===== src/rtl/rev_synth_pkg.sv =====
package rev_synth_pkg;

  // strobes from the sequencer to the table datapath
  typedef struct packed {
    logic clearRun;   // new run: zero the counter, sample the order mode
    logic latchGate;  // capture the next gate for the current row
    logic applyGate;  // record accepted: apply it to every table word
  } rsStrobe_t;

  typedef enum logic [2:0] {
    ST_IDLE,
    ST_CHECK,
    ST_SCAN,
    ST_EMIT,
    ST_DONE
  } rsState_t;

endpackage


===== src/rtl/rs_datapath.sv =====
module rs_datapath
  import rev_synth_pkg::*;
#(
  parameter int N_BITS = 3
) (
  input  logic                                  clk,
  input  logic                                  rst_n,
  input  logic                                  loadEn,
  input  logic [N_BITS-1:0]                     loadAddr,
  input  logic [N_BITS-1:0]                     loadWord,
  input  logic                                  orderEn,
  input  logic [N_BITS-1:0]                     orderAddr,
  input  logic [N_BITS-1:0]                     orderRow,
  input  logic                                  naturalOrder,
  input  rsStrobe_t                             strobe,
  input  logic [N_BITS-1:0]                     pos,
  output logic                                  rowFixed,
  output logic                                  isPerm,
  output logic                                  isIdentity,
  output logic                                  countAtLimit,
  output logic [N_BITS-1:0]                     gateCtrl,
  output logic [((N_BITS > 1) ? $clog2(N_BITS) : 1)-1:0] gateTarget,
  output logic [$clog2(N_BITS*(1<<N_BITS)+1)-1:0] gateCount
);
  localparam int ROWS  = 1 << N_BITS;
  localparam int TW    = (N_BITS > 1) ? $clog2(N_BITS) : 1;
  localparam int LIMIT = N_BITS * ROWS;
  localparam int CW    = $clog2(LIMIT + 1);

  logic [N_BITS-1:0] tbl [ROWS];
  logic [N_BITS-1:0] ord [ROWS];
  logic              useNatural;

  logic [N_BITS-1:0] rowSel, word, upBits, downBits;
  logic [N_BITS-1:0] tgtMask;
  logic [ROWS-1:0]   seen, idBits;

  function automatic logic [TW-1:0] lowIdx(input logic [N_BITS-1:0] v);
    lowIdx = '0;
    for (int i = N_BITS - 1; i >= 0; i--) if (v[i]) lowIdx = TW'(i);
  endfunction

  // current row and its working word
  assign rowSel   = useNatural ? pos : ord[pos];
  assign word     = tbl[rowSel];
  assign rowFixed = (word == rowSel);
  assign upBits   = rowSel & ~word;
  assign downBits = word & ~rowSel;
  assign tgtMask  = N_BITS'(1) << gateTarget;

  // permutation test over the whole table
  always_comb begin
    seen = '0;
    for (int k = 0; k < ROWS; k++) seen[tbl[k]] = 1'b1;
  end
  assign isPerm = &seen;

  for (genvar g = 0; g < ROWS; g++) begin : g_ident
    assign idBits[g] = (tbl[g] == N_BITS'(g));
  end
  assign isIdentity = &idBits;

  assign countAtLimit = (int'(gateCount) >= LIMIT);

  // working table: load port, or one gate applied to all rows at once
  always_ff @(posedge clk or negedge rst_n) begin
    if (!rst_n) begin
      for (int k = 0; k < ROWS; k++) tbl[k] <= N_BITS'(k);
    end else if (strobe.applyGate) begin
      for (int k = 0; k < ROWS; k++)
        if ((tbl[k] & gateCtrl) == gateCtrl) tbl[k] <= tbl[k] ^ tgtMask;
    end else if (loadEn) begin
      tbl[loadAddr] <= loadWord;
    end
  end

  always_ff @(posedge clk or negedge rst_n) begin
    if (!rst_n) begin
      for (int k = 0; k < ROWS; k++) ord[k] <= N_BITS'(k);
    end else if (orderEn) begin
      ord[orderAddr] <= orderRow;
    end
  end

  // gate choice: raise missing 1s first, then clear surplus 1s
  always_ff @(posedge clk or negedge rst_n) begin
    if (!rst_n) begin
      gateCtrl   <= '0;
      gateTarget <= '0;
    end else if (strobe.latchGate) begin
      if (upBits != '0) begin
        gateTarget <= lowIdx(upBits);
        gateCtrl   <= word & ~(N_BITS'(1) << lowIdx(upBits));
      end else begin
        gateTarget <= lowIdx(downBits);
        gateCtrl   <= rowSel;
      end
    end
  end

  always_ff @(posedge clk or negedge rst_n) begin
    if (!rst_n) begin
      gateCount  <= '0;
      useNatural <= 1'b1;
    end else if (strobe.clearRun) begin
      gateCount  <= '0;
      useNatural <= naturalOrder;
    end else if (strobe.applyGate && !countAtLimit) begin
      gateCount <= gateCount + CW'(1);
    end
  end

endmodule


===== src/rtl/rs_control.sv =====
module rs_control
  import rev_synth_pkg::*;
#(
  parameter int N_BITS = 3
) (
  input  logic              clk,
  input  logic              rst_n,
  input  logic              start,
  input  logic              gateReady,
  input  logic              rowFixed,
  input  logic              isPerm,
  input  logic              isIdentity,
  input  logic              countAtLimit,
  output rsStrobe_t         strobe,
  output logic [N_BITS-1:0] pos,
  output logic              gateValid,
  output logic              busy,
  output logic              done,
  output logic              error
);
  localparam logic [N_BITS-1:0] LAST_POS = '1;

  rsState_t state;

  assign gateValid = (state == ST_EMIT);
  assign busy      = (state == ST_CHECK) || (state == ST_SCAN) || (state == ST_EMIT);
  assign done      = (state == ST_DONE);

  always_comb begin
    strobe           = '0;
    strobe.clearRun  = start && ((state == ST_IDLE) || (state == ST_DONE));
    strobe.latchGate = (state == ST_SCAN) && !rowFixed && !countAtLimit;
    strobe.applyGate = (state == ST_EMIT) && gateReady;
  end

  always_ff @(posedge clk or negedge rst_n) begin
    if (!rst_n) begin
      state <= ST_IDLE;
      pos   <= '0;
      error <= 1'b0;
    end else begin
      unique case (state)
        ST_IDLE, ST_DONE: begin
          if (start) begin
            state <= ST_CHECK;
            error <= 1'b0;
          end
        end
        ST_CHECK: begin
          pos <= '0;
          if (isPerm) state <= ST_SCAN;
          else begin
            error <= 1'b1;
            state <= ST_DONE;
          end
        end
        ST_SCAN: begin
          if (rowFixed) begin
            if (pos == LAST_POS) begin
              error <= !isIdentity;
              state <= ST_DONE;
            end else begin
              pos <= pos + N_BITS'(1);
            end
          end else if (countAtLimit) begin
            error <= 1'b1;
            state <= ST_DONE;
          end else begin
            state <= ST_EMIT;
          end
        end
        ST_EMIT: begin
          if (gateReady) state <= ST_SCAN;
        end
        default: state <= ST_IDLE;
      endcase
    end
  end

endmodule


===== src/rtl/rev_synth_engine.sv =====
module rev_synth_engine
  import rev_synth_pkg::*;
#(
  parameter int N_BITS = 3,
  localparam int TW = (N_BITS > 1) ? $clog2(N_BITS) : 1,
  localparam int CW = $clog2(N_BITS * (1 << N_BITS) + 1)
) (
  input  logic              clk,
  input  logic              rst_n,
  input  logic              loadEn,
  input  logic [N_BITS-1:0] loadAddr,
  input  logic [N_BITS-1:0] loadWord,
  input  logic              orderEn,
  input  logic [N_BITS-1:0] orderAddr,
  input  logic [N_BITS-1:0] orderRow,
  input  logic              naturalOrder,
  input  logic              start,
  output logic              gateValid,
  input  logic              gateReady,
  output logic [N_BITS-1:0] gateCtrl,
  output logic [TW-1:0]     gateTarget,
  output logic              busy,
  output logic              done,
  output logic              error,
  output logic [CW-1:0]     gateCount
);
  rsStrobe_t         strobe;
  logic [N_BITS-1:0] pos;
  logic              rowFixed, isPerm, isIdentity, countAtLimit;

  rs_control #(.N_BITS(N_BITS)) u_ctrl (
    .clk(clk), .rst_n(rst_n), .start(start), .gateReady(gateReady),
    .rowFixed(rowFixed), .isPerm(isPerm), .isIdentity(isIdentity),
    .countAtLimit(countAtLimit), .strobe(strobe), .pos(pos),
    .gateValid(gateValid), .busy(busy), .done(done), .error(error)
  );

  rs_datapath #(.N_BITS(N_BITS)) u_dp (
    .clk(clk), .rst_n(rst_n),
    .loadEn(loadEn && !busy), .loadAddr(loadAddr), .loadWord(loadWord),
    .orderEn(orderEn && !busy), .orderAddr(orderAddr), .orderRow(orderRow),
    .naturalOrder(naturalOrder), .strobe(strobe), .pos(pos),
    .rowFixed(rowFixed), .isPerm(isPerm), .isIdentity(isIdentity),
    .countAtLimit(countAtLimit), .gateCtrl(gateCtrl), .gateTarget(gateTarget),
    .gateCount(gateCount)
  );

endmodule


===== config.mk =====
export PLATFORM = sky130hd
export DESIGN_NAME = rev_synth_engine
export DESIGN_NICKNAME = d
export VERILOG_FILES = /design/src/rtl/rev_synth_pkg.sv /design/src/rtl/rs_datapath.sv /design/src/rtl/rs_control.sv /design/src/rtl/rev_synth_engine.sv
export SDC_FILE = /design/constraint.sdc
export NUM_CORES = 1
export LEC_CHECK = 0
export CAP_MARGIN = 20
export CORE_UTILIZATION = 45
export CTS_CLUSTER_DIAMETER = 60
export DETAILED_ROUTE_END_ITERATION = 8
export GPL_ROUTABILITY_DRIVEN = 0
export MAX_ROUTING_LAYER = met4
export SYNTH_ARGS = -nofsm -noshare
export SYNTH_HDL_FRONTEND = slang
export SYNTH_HIERARCHICAL = 1
export SYNTH_SLANG_ARGS = --single-unit

===== constraint.sdc =====
create_clock -name clk -period 4.05 [get_ports clk]
set_clock_uncertainty 0.2 [all_clocks]
set_input_delay 0.81 -clock clk [delete_from_list [all_inputs] [get_ports clk]]
set_output_delay 0.81 -clock clk [all_outputs]
set_load 0.01 [all_outputs]

**Word-level counts from Yosys, hierarchy flattened**

Index checks and enable logic that the tools add are counted.

- Input bits: 19
- Output and inout port bits: 14
- Word-level logic and storage cells: 231
- Bits in registers: 66

- Shift operators: 2
- Equality and inequality tests: 36
- Bitwise gates (word level): 33
- Reduce and logical (&&, ||, !) cells: 45
- Muxes and demuxes: 67
- $add $sub $neg: 2
- $lt $le $gt $ge: 23

Operators by type and width:

| kind | count |
|---|---|
| $mux 3 | 24 |
| $or 8x8->8 | 7 |
| $bwmux 24 | 2 |
| $mux 24 | 2 |
| $and 3x3->3 | 11 |
| $lt 3x4->1 const B | 8 |
| $eq 3x3->1 | 9 |
| $demux 1 s3 | 8 |
| $ge 3x1->1 const B | 8 |
| $xor 3x3->3 | 8 |
| $ne 2x2->1 const B | 11 |
| $bmux 3 s3 | 2 |
| $demux 3 s3 | 2 |
| $eq 3x3->1 const B | 6 |
| $mux 2 | 9 |
| $logic_and 1x1->1 | 17 |
| $ge 4x4->1 const B | 4 |
| $not 3->4 | 4 |
| $reduce_and 2->1 | 8 |
| $reduce_and 8->1 | 2 |
| $mux 1 | 13 |
| $eq 3x2->1 const B | 4 |
| $pmux 3 s4 | 1 |
| $mux 5 | 2 |
| 20 further kinds | 36 |

**Depth between registers and ports, before layout**

- Word-level depth: 20
- Gate-level depth with buffers: 18
- Gate-level depth less buffers: 15

**Modules after synthesis**

Netlist, hierarchy kept.

By module, submodules not included:

| module | instances | area each (um^2) | sequential area each (um^2) | cells each |
|---|---|---|---|---|
| rs_datapath | 1 | 4211.5 | 1507.7 | 462 |
| rs_control | 1 | 514.2 | 175.2 | 56 |
| rev_synth_engine | 1 | 12.5 | 0.0 | 2 |

**Worst setup path after synthesis**

No wires, ideal clock.

- Path kind: register to register
- Start: register u_ctrl.pos[1]
- End: register u_dp.gateCtrl[2]
- Path slack: 0.555 ns
- Cell stages (with the launch flop): 18
- Path buffers: 3
- Library setup time: 0.120 ns
- Arrival time: 3.176 ns
- Required time: 3.730 ns
- Cells stage by stage: dfrtp_1 -> buf_6 -> mux2_4 -> a221oi_2 -> a21o_4 -> buf_12 -> mux2i_1 -> mux2i_1 -> mux2i_1 -> inv_1 -> ha_1 -> and3_1 -> nor2_1 -> nand2_1 -> nor2_1 -> buf_2 -> o22ai_1 -> a31o_1

RTL lines:

| item | line | text |
|---|---|---|
| from (decl) | rs_control.sv:15 | `output logic [N_BITS-1:0] pos,` |
| from (signal assigned) | rs_control.sv:63 | `pos <= pos + N_BITS'(1);` |
| to (signal assigned) | rs_datapath.sv:93 | `gateCtrl <= word & ~(N_BITS'(1) << lowIdx(upBits));` |
| to (signal assigned) | rs_datapath.sv:96 | `gateCtrl <= rowSel;` |
| to (decl) | rs_datapath.sv:21 | `output logic [N_BITS-1:0] gateCtrl,` |

==> impl_metrics.ini <==
[outcome]
status = complete, no violations

[synth]
ys_async_sr_fraction_pct = 100
synthesis.area_sq_um = 4740
ys_seq_elements = 66
yosysMostFrequentCell = nand3_1
seq_area_frac_synth_pct = 35.5
yosysWarningCount = 6
synth_ff_type = dfrtp_1
synth.distinct_cells = 69
synthTopCellsByArea = dfrtp_1 (22%), dfstp_2 (14%), mux2_2 (6.9%), mux2i_1 (5.7%), nand3_1 (5.0%)
avgSynthCellArea_sq_um = 9.11
syn_nets = 549
synth-edff-count = 0
synth_area_leader_cell = dfrtp_1
synth_cells = 520
yosys-top-cells-count = nand3_1 (47), nand2_1 (44), dfrtp_1 (41)
synth_top_area_share_pct = 21.7

[timing]
slew_headroom_pct = 43.1
final.setup.tns_ns = 0
setup_violations = 0
period_share_pct = 90.7
finalHoldViolCount = 0
timing.hold.ws_ns = 0.0875
finalMaxSlewViolations = 0
fmax_mhz = 272
fin_crit_ns = 3.67
worstMarginPinSlew_ns = 0.847
rsz0062_at_grt = false

[pwr]
power.share.clock_pct = 31.2
vdd_drop_max_uv = 221
power.switching_uw = 676
seqPwrFrac_pct = 42.7
p_per_area_nw_per_um2 = 403
p_comb_share_pct = 26.1
intPower_mw = 1.47
netSwitchingFraction_pct = 31.5
power_leakage_nw = 2.06

[final_layout]
fin_nets = 568
fillCellCount = 953
n_antenna_cell = 0
drive_gt1_share_pct = 17.6
final_core_util_pct = 51.9
fin_area_sq_um = 5330
syn_to_final_growth_pct = 12.6

[route]
routed_wl_microns = 12900
drt_pass1_iterations = 7
postRouteAntennaNets = 0
vias_per_cell = 6.25
num_vias = 4247
avgRoutedWirePerCell_microns = 19.0
drcViolationCount = 0
drt_iter0_markers = 537

[die]
rows = 37
die_h_microns = 105
coreArea_sq_um = 10300
die_area_sq_um = 10900
initial_utilization_pct = 46.1
ios = 33
die_x_microns = 105

[cts]
cts_tree = done
cts.sinks = 66
clk_latency_ns = 0.34
numCtsBuffers = 9
cts.reportedPaths.clkPinSlew_ns = 0.08
clk_path_buf_depth = 2
htreeDepth = 3
clockRootBuffer = clkbuf_8

[global_route]
grt_overflow = 0
track_usage_pct = 25.6
grt_pass1_vias = 4066
grt_first_pass_wirelength_microns = 21300
antenna_found_initial = 0
grt_max_degree = 45

[placed_design]
dpl.hpwl_microns = 9480
port_buffers = 32
place_area_sq_um = 5080

[hold_path]
hold_path.class = input pin to async pin

[job]
max-cap-violations = 0

[critical_path]
critical_path_arrival_ns = 3.72
worst-path-max-fanout = 10
r2r_setup_slack_ns = 0.38
crit_type = flop to flop
startpoint_type = flop
required_ns = 4.10
end_kind = flop
==> final cells by class <==
cell class | count | area, sq um | area share [%]
clock buffer | 11 | 131 | 2.46
multi-input combinational | 381 | 2690 | 50.5
tap | 136 | 170 | 3.19
timing repair buffer | 42 | 403 | 7.55
inverter | 39 | 151 | 2.84
sequential | 66 | 1680 | 31.6
clock inverter | 5 | 103 | 1.92
==> final timing paths <==
path | startpoint | end | depth (start not counted)
setup reg to reg | u_ctrl/pos[0]$_DFFE_PN0P_ | u_dp/gateCtrl[1]$_DFFE_PN0P_ | 15
setup / recovery | u_ctrl/pos[0]$_DFFE_PN0P_ | u_dp/gateCtrl[1]$_DFFE_PN0P_ | 15
max in group asynchronous | rst_n | u_dp/tbl[16]$_DFFE_PN1P_ | 2
hold / removal | rst_n | u_dp/gateCount[3]$_DFFE_PN0P_ | 1
hold reg to reg | u_dp/ord[22]$_DFFE_PN0P_ | u_dp/ord[22]$_DFFE_PN0P_ | 1
min in group clk | u_dp/ord[22]$_DFFE_PN0P_ | u_dp/ord[22]$_DFFE_PN0P_ | 1
==> per-layer routing <==
metal	track usage, %	part of all wire, %
met5	-	0
met4	11.0	2.6
met3	4.99	8.4
met2	36.3	43
met1	35.5	47
==> critical path: stages (launching register included) <==
cell and delay, ns:
dfrtp_1 0.49, mux2_2 0.37, a221oi_1 0.30, a21o_2 0.26, mux2i_1 0.22, mux2i_1 0.08
mux2i_1 0.28, inv_1 0.08, ha_1 0.27, and3_1 0.17, nor2_1 0.13, nand2_1 0.07
nor2_1 0.16, buf_4 0.19, nand3b_1 0.10, o221ai_1 0.21
==> layout by cell type, fill, tap and decap left out, types with 10 or more instances in the layout <==
cell type / synthesis / final
nor2_1: 25 / 25
nand2_1: 44 / 44
nand3_1: 47 / 47
dfrtp_1: 41 / 40
dfstp_2: 25 / 25
inv_1: 37 / 37
a22oi_1: 10 / 10
nor3_1: 15 / 15
o22a_1: 25 / 25
a21oi_1: 30 / 30
clkdlybuf4s50_1: 0 / 31
mux2_2: 29 / 29
mux2i_1: 27 / 27
ha_1: 10 / 10
==> state kept, by name, summed over array words and instances (netlist names) <==
signal,flops
u_dp/ord,24
u_dp/useNatural,1
u_dp/tbl,24
u_ctrl/pos,3
u_ctrl/error,1
u_ctrl/state,3
u_dp/gateCtrl,3
u_dp/gateCount,5
u_dp/gateTarget,2
==> per-stage QoR <==
step | instances | total power [mW] | setup slack [ns]
6_report | 680 | 2.15 | 0.377
5_1_grt | 680 | 2.27 | 0.0335
4_1_cts | 679 | 2.16 | 0.279
3_5_place_dp | 663 | 1.47 | 0.311
3_3_place_gp | 663 | 1.47 | 0.373
2_1_floorplan | 520 | 1.33 | 0.555
==> timing repair <==
action,4_1_cts,5_1_grt
setup endpoints to repair,0,3
endpoints found under the hold margin,0,0
hold buffers,0,0
setup buffers,0,0
resized for setup,0,2
==> logic make-up after synthesis <==
logic type	Yosys count	synth area share [%]
AOI/OAI and AO/OA	129	20.4
muxes	58	13.4
buffers and inverters	73	7.71
and+or+nand+nor	182	19.9
adders and majority gates	10	2.64
DFF	66	35.5
xor gates and xnor gates	2	0.370
==> power groups by stage <==
| stage | clock (mW) | combinational [mW] | sequential (mW) |
|---|---|---|---|
| after floorplan | 0 | 0.485 | 0.841 |
| after global placement | 0 | 0.540 | 0.928 |
| after detailed placement | 0 | 0.551 | 0.923 |
| after CTS | 0.694 | 0.554 | 0.911 |
| after global routing | 0.721 | 0.618 | 0.931 |
| final | 0.670 | 0.562 | 0.917 |
Note: power is estimated with default switching activity, not from simulation.
